**src/rtl/mdb_pkg.sv**
```systemverilog
package mdb_pkg;
  typedef enum logic [2:0] {
    ACC_NONE,
    ACC_PAGE_WR,
    ACC_PAGE_RD,
    ACC_HI_WR,
    ACC_LO_WR,
    ACC_HI_RD,
    ACC_LO_RD
  } acc_e;
endpackage

```
**src/rtl/mdb_decode.sv**
```systemverilog
module mdb_decode
  import mdb_pkg::*;
#(
  parameter int PHY_W = 5,
  parameter int REG_W = 5,
  parameter int WIN_LO_W = 3,
  parameter logic [PHY_W-1:0] WIN_BASE = 5'h10,
  parameter logic [PHY_W-1:0] PAGE_PHY = 5'h1F,
  parameter logic [REG_W-1:0] PAGE_REG = 5'h10
) (
  input  logic             valid,
  input  logic             write,
  input  logic [PHY_W-1:0] phy,
  input  logic [REG_W-1:0] regn,
  output acc_e             acc
);
  localparam int TAG_W = PHY_W - WIN_LO_W;
  localparam logic [TAG_W-1:0] WIN_TAG = WIN_BASE[PHY_W-1:WIN_LO_W];

  logic in_win;
  logic is_page;

  assign in_win  = (phy[PHY_W-1:WIN_LO_W] == WIN_TAG);
  assign is_page = (phy == PAGE_PHY) && (regn == PAGE_REG);

  always_comb begin
    acc = ACC_NONE;
    if (valid) begin
      if (is_page) begin
        acc = write ? ACC_PAGE_WR : ACC_PAGE_RD;
      end else if (in_win) begin
        if (regn[0]) acc = write ? ACC_HI_WR : ACC_HI_RD;
        else         acc = write ? ACC_LO_WR : ACC_LO_RD;
      end
    end
  end
endmodule

```
**src/rtl/mdb_stage.sv**
```systemverilog
module mdb_stage
  import mdb_pkg::*;
#(
  parameter int PAGE_W = 9,
  parameter int HALF_W = 16
) (
  input  logic              clk,
  input  logic              rst_n,
  input  acc_e              acc,
  input  logic [HALF_W-1:0] wdata,
  input  logic [HALF_W-1:0] rd_upper,
  output logic [PAGE_W-1:0] page_q,
  output logic [HALF_W-1:0] wr_hi_q,
  output logic [HALF_W-1:0] rd_hi_q
);
  logic              page_en, wr_hi_en, rd_hi_en;
  logic [PAGE_W-1:0] page_d;
  logic [HALF_W-1:0] wr_hi_d, rd_hi_d;

  always_comb begin
    page_en  = (acc == ACC_PAGE_WR);
    wr_hi_en = (acc == ACC_HI_WR);
    rd_hi_en = (acc == ACC_LO_RD);
    page_d   = wdata[PAGE_W-1:0];
    wr_hi_d  = wdata;
    rd_hi_d  = rd_upper;
  end

  always_ff @(posedge clk or negedge rst_n) begin
    if (!rst_n) begin
      page_q  <= '0;
      wr_hi_q <= '0;
      rd_hi_q <= '0;
    end else begin
      if (page_en)  page_q  <= page_d;
      if (wr_hi_en) wr_hi_q <= wr_hi_d;
      if (rd_hi_en) rd_hi_q <= rd_hi_d;
    end
  end
endmodule

```
**src/rtl/mdb_resp.sv**
```systemverilog
module mdb_resp
  import mdb_pkg::*;
#(
  parameter int PAGE_W = 9,
  parameter int HALF_W = 16
) (
  input  logic              clk,
  input  logic              rst_n,
  input  acc_e              acc,
  input  logic [HALF_W-1:0] rd_lower,
  input  logic [HALF_W-1:0] rd_hi_q,
  input  logic [PAGE_W-1:0] page_q,
  output logic              rsp_valid,
  output logic [HALF_W-1:0] rsp_data
);
  logic              vld_d;
  logic [HALF_W-1:0] data_d;

  always_comb begin
    vld_d  = 1'b0;
    data_d = rsp_data;
    case (acc)
      ACC_LO_RD:   begin vld_d = 1'b1; data_d = rd_lower; end
      ACC_HI_RD:   begin vld_d = 1'b1; data_d = rd_hi_q;  end
      ACC_PAGE_RD: begin
        vld_d  = 1'b1;
        data_d = '0;
        data_d[PAGE_W-1:0] = page_q;
      end
      default: ;
    endcase
  end

  always_ff @(posedge clk or negedge rst_n) begin
    if (!rst_n) begin
      rsp_valid <= 1'b0;
      rsp_data  <= '0;
    end else begin
      rsp_valid <= vld_d;
      if (vld_d) rsp_data <= data_d;
    end
  end
endmodule

```
**src/rtl/mdio_regbridge.sv**
```systemverilog
module mdio_regbridge
  import mdb_pkg::*;
#(
  parameter int PHY_W    = 5,
  parameter int REG_W    = 5,
  parameter int WIN_LO_W = 3,
  parameter int PAGE_W   = 9,
  parameter int HALF_W   = 16,
  parameter logic [PHY_W-1:0] WIN_BASE = 5'h10,
  parameter logic [PHY_W-1:0] PAGE_PHY = 5'h1F,
  parameter logic [REG_W-1:0] PAGE_REG = 5'h10,
  localparam int ADDR_W = PAGE_W + WIN_LO_W + REG_W - 1,
  localparam int WORD_W = 2 * HALF_W
) (
  input  logic              clk,
  input  logic              rst_n,
  input  logic              txn_valid,
  input  logic              txn_write,
  input  logic [PHY_W-1:0]  txn_phy,
  input  logic [REG_W-1:0]  txn_reg,
  input  logic [HALF_W-1:0] txn_wdata,
  output logic              rsp_valid,
  output logic [HALF_W-1:0] rsp_data,
  output logic              bus_req,
  output logic              bus_we,
  output logic [ADDR_W-1:0] bus_addr,
  output logic [WORD_W-1:0] bus_wdata,
  input  logic [WORD_W-1:0] bus_rdata
);
  logic [1:0]        rst_pipe;
  logic              rst_sync_n;
  acc_e              acc;
  logic [PAGE_W-1:0] page_q;
  logic [HALF_W-1:0] wr_hi_q, rd_hi_q;

  always_ff @(posedge clk or negedge rst_n) begin
    if (!rst_n) rst_pipe <= '0;
    else        rst_pipe <= {rst_pipe[0], 1'b1};
  end
  assign rst_sync_n = rst_pipe[1];

  mdb_decode #(
    .PHY_W(PHY_W), .REG_W(REG_W), .WIN_LO_W(WIN_LO_W),
    .WIN_BASE(WIN_BASE), .PAGE_PHY(PAGE_PHY), .PAGE_REG(PAGE_REG)
  ) u_dec (
    .valid(txn_valid), .write(txn_write), .phy(txn_phy),
    .regn(txn_reg), .acc(acc)
  );

  mdb_stage #(.PAGE_W(PAGE_W), .HALF_W(HALF_W)) u_stage (
    .clk(clk), .rst_n(rst_sync_n), .acc(acc), .wdata(txn_wdata),
    .rd_upper(bus_rdata[WORD_W-1:HALF_W]),
    .page_q(page_q), .wr_hi_q(wr_hi_q), .rd_hi_q(rd_hi_q)
  );

  mdb_resp #(.PAGE_W(PAGE_W), .HALF_W(HALF_W)) u_resp (
    .clk(clk), .rst_n(rst_sync_n), .acc(acc),
    .rd_lower(bus_rdata[HALF_W-1:0]), .rd_hi_q(rd_hi_q),
    .page_q(page_q), .rsp_valid(rsp_valid), .rsp_data(rsp_data)
  );

  always_comb begin
    bus_req   = (acc == ACC_LO_WR) || (acc == ACC_LO_RD);
    bus_we    = (acc == ACC_LO_WR);
    bus_addr  = {page_q, txn_phy[WIN_LO_W-1:0], txn_reg[REG_W-1:1]};
    bus_wdata = {wr_hi_q, txn_wdata};
  end
endmodule

```
**config.mk**
```make
export PLATFORM = sky130hd
export DESIGN_NAME = mdio_regbridge
export DESIGN_NICKNAME = d
export VERILOG_FILES = /design/src/rtl/mdb_pkg.sv /design/src/rtl/mdb_decode.sv /design/src/rtl/mdb_stage.sv /design/src/rtl/mdb_resp.sv /design/src/rtl/mdio_regbridge.sv
export SDC_FILE = /design/constraint.sdc
export NUM_CORES = 1
export LEC_CHECK = 0
export BUFFER_PORTS_ARGS = -buffer_cell sky130_fd_sc_hd__buf_2
export CORE_MARGIN = 2
export CORE_UTILIZATION = 30
export CTS_CLUSTER_SIZE = 25
export DETAILED_ROUTE_END_ITERATION = 10
export PLACE_DENSITY_LB_ADDON = 0.3
export REMOVE_ABC_BUFFERS = 1
export SETUP_SLACK_MARGIN = 0.3
export SLEW_MARGIN = 15
export SYNTH_ARGS = -nofsm -noshare
export SYNTH_HDL_FRONTEND = slang
export SYNTH_SLANG_ARGS = --single-unit
```
**constraint.sdc**
```tcl
create_clock -name clk -period 4.7 [get_ports clk]
set_input_delay 0.235 -clock clk [delete_from_list [all_inputs] [get_ports clk]]
set_output_delay 0.235 -clock clk [all_outputs]
set_load 0.02 [all_outputs]
```
==> flow_summary.yaml <==
sta:
  drv_slew: 0
  min_period_over_period_pct: 47.2
  finalCriticalPeriod_ps: 2220
  tightestPinTransition_ps: 895
  finalSetupViolCount: 0
  fin_setup_tns_ps: 0
  final_hold_viol_count: 0
  fmax_ghz: 0.451
  slew_headroom_pct: 40.2
  fin_skew_ps: 10.2
  rsz0062_at_grt: "false"
power_and_ir_drop:
  p_int_uw: 953
  p_per_area_mw_per_mm2: 360
  combPwrFrac_pct: 22.4
  p_leak_nw: 1.95
  sw_frac_of_total_pct: 29.8
  clkPwrFrac_pct: 31.1
  vdd_drop_max_mv: 0.140
  seqPwrFrac_pct: 46.5
  power_switching_uw: 405
logic_synthesis:
  synth_area_mm2: 0.00299
  ys_seq_elements: 60
  async_flop_share_pct: 100
  synth_edf_count: 0
  syn_area_per_cell_um2: 14.2
  synth_cells: 211
  synth_cell_types: 40
  ys_warn_count: 0
  yosysSeqAreaShare_pct: 50.2
  synth_ff_type: "dfrtp_1"
critical_path:
  reg2reg_depth: 3
  timing.rr.end: "u_resp.rsp_data[0]"
  slowest_stage: "nor2b_1"
  critPathLaunchType: "primary input"
  crit_chain: "buf_2 > ha_1 > nor2b_1 > nor3b_1 > o21a_4 > mux2_2"
  cp_slowest_stage_delay_ps: 490
  cp_max_fo: 23
  r2r-start: "u_stage.page_q[0]"
  cp.arrival_ps: 2430
  end_kind: "flip-flop"
  worstSetupPathType: "primary input to flip-flop"
  r2r_slack_ps: 3580
  worst_ep_required_time_ps: 4910
routing:
  wl_per_cell_um: 15.5
  vias: 2093
  drc_errors: 0
  viasPerCell: 4.55
  drtIter0Drc: 73
  drt-pass1-iter-count: 4
  routed_wl_um: 7150
  ant_nets: 0
floorplanning:
  dieArea_mm2: 0.0108
  initial_core_util_pct: 30.7
  row_count: 36
  die_x_um: 104
  ios: 129
  core_mm2: 0.00973
  die_height_um: 104
cells_and_area:
  area_delta_synth_final_pct: 26.1
  fin_util_pct: 38.8
  final_layout_size_suffix_gt1_share_pct: 60.1
  final_nets: 385
  layout_commonest_cell: "buf_2"
  final_cell_mix: "128 x buf_2, 59 x dfrtp_1, 32 x mux2_4, 12 x clkbuf_8"
cts:
  cts_tree: "yes"
  clkSinkCount: 60
  clkTransAtPathRegs_ps: 60
  cts_buffer_depth: 2
  cts_buffers: 9
  cts_root_buf: "clkbuf_8"
  cts.repair.resized: 0
  worstSkewPairLatency_ps: 330
  htree_levels: 3
grt:
  grtUsageTotal_pct: 13.8
  grt_start_max_net_pins: 38
  overflow: 0
  first_global_vias: 2157
  grt_antenna_before_repair: 2
  grt_pass1_wl_um: 11500
status:
  status: "finished clean"
hold_path:
  hold_start: "bus_rdata[9]"
  min_to: "u_resp.rsp_data[9]"
  worstHoldPathCells: 2
  holdCritPathClass: "primary input to flip-flop"
place:
  place.gp.congestion: 0.790
  hpwl_um: 5300
  portBuffers: 128
flow_run:
  cap_viol_max_count: 0
## final cells by class
type                    count  area, µm²
inverters                   1       3.75
clock buffers              13        169
well taps                 133        166
clock inverters             2       10.0
flip-flops and latches     60       1500
multi-input cells         120       1260
repair buffers            130        658
fillers                   982       5960
diodes                      1       2.50
## routing by layer
metal	wire, µm	GRT usage (%)	vias to the layer above
met2	3250	20.9	73
met4	101	5.21	2
met5	13	0	-
met1	3230	17.8	1023
li1	-	-	985
met3	562	5.33	10
## state kept, by name (all words and copies together), names as in the netlist
| name | cells |
|---|---|
| u_resp.rsp_data | 16 |
| u_stage.rd_hi_q | 16 |
| u_stage.wr_hi_q | 16 |
| u_stage.page_q | 9 |
| rst_pipe | 2 |
| u_resp.rsp_valid | 1 |
## metrics by stage
| step | setup slack, ps | power (mW) | hold WS [ps] | instances | cell area (µm²) |
|---|---|---|---|---|---|
| finish | 2480 | 1.36 | 110 | 460 | 3770 |
| global route | 2310 | 1.44 | 97.4 | 459 | 3770 |
| CTS | 2490 | 1.38 | 93.8 | 459 | 3770 |
| detailed placement | 2130 | 0.951 | 23.0 | 443 | 3580 |
| global placement | 2300 | 0.948 | 22.2 | 443 | 3580 |
| floorplan | 2280 | 0.803 | -60.6 | 181 | 2760 |
## power by group through the flow
stage / Combinational (mW) / Sequential, mW / Clock (mW)
after CTS: 0.310 / 0.634 / 0.439
after global routing: 0.327 / 0.644 / 0.466
after detailed placement: 0.308 / 0.643 / 0
final: 0.305 / 0.632 / 0.422
after floorplan: 0.102 / 0.701 / 0
after global placement: 0.305 / 0.644 / 0
## Yosys cell counts, types with 3 or more instances
master / instances / share of area (%)
o2bb2ai_1: 7 / 2.0
and2_1: 9 / 1.9
nor2b_1: 3 / 0.63
o211ai_1: 8 / 2.0
o221ai_1: 8 / 2.3
dfrtp_1: 60 / 50
mux2_4: 32 / 16
a2bb2oi_1: 9 / 2.6
mux2i_1: 7 / 2.3
buf_4: 23 / 5.8
mux2_2: 8 / 3.0
## worst max-delay path, delay by kind of cell
kind,cells,cell delay (ps)
muxes,1,380
and+or+nand+nor,2,970
buffers and inverters,1,130
adders and majority gates,1,230
AOI/OAI and AO/OA,1,460
## timing repair
| action | 4_1_cts | 5_1_grt |
|---|---|---|
| hold endpoints to repair | 2 | 0 |
| buffers inserted | 0 | 0 |
| hold buffers | 1 | 0 |
## worst max-delay path by stage
| stage | slack [ps] | end | from |
|---|---|---|---|
| after global routing | 2310 | u_stage.rd_hi_q[12] | txn_reg[0] |
| after CTS | 2490 | u_stage.rd_hi_q[12] | txn_write |
| after global placement | 2300 | u_stage.rd_hi_q[10] | txn_write |
| after floorplan | 2280 | u_stage.rd_hi_q[10] | txn_write |
| final | 2480 | u_stage.rd_hi_q[12] | txn_write |
| after detailed placement | 2130 | u_stage.rd_hi_q[12] | txn_write |
## kinds of logic (layout without fill, tap and decap cells)
kind of cell | count (synthesis) | after routing | share of synthesized area (%)
AOI/OAI and AO/OA | 41 | 41 | 12.1
adders and majority gates | 1 | 1 | 0.418
buffers and inverters | 31 | 146 | 7.74
DFF | 60 | 60 | 50.2
muxes | 48 | 48 | 21.8
other | 1 | 2 | 0.125
and+or+nand+nor | 29 | 29 | 7.61
(Power assumes the default switching activity.)
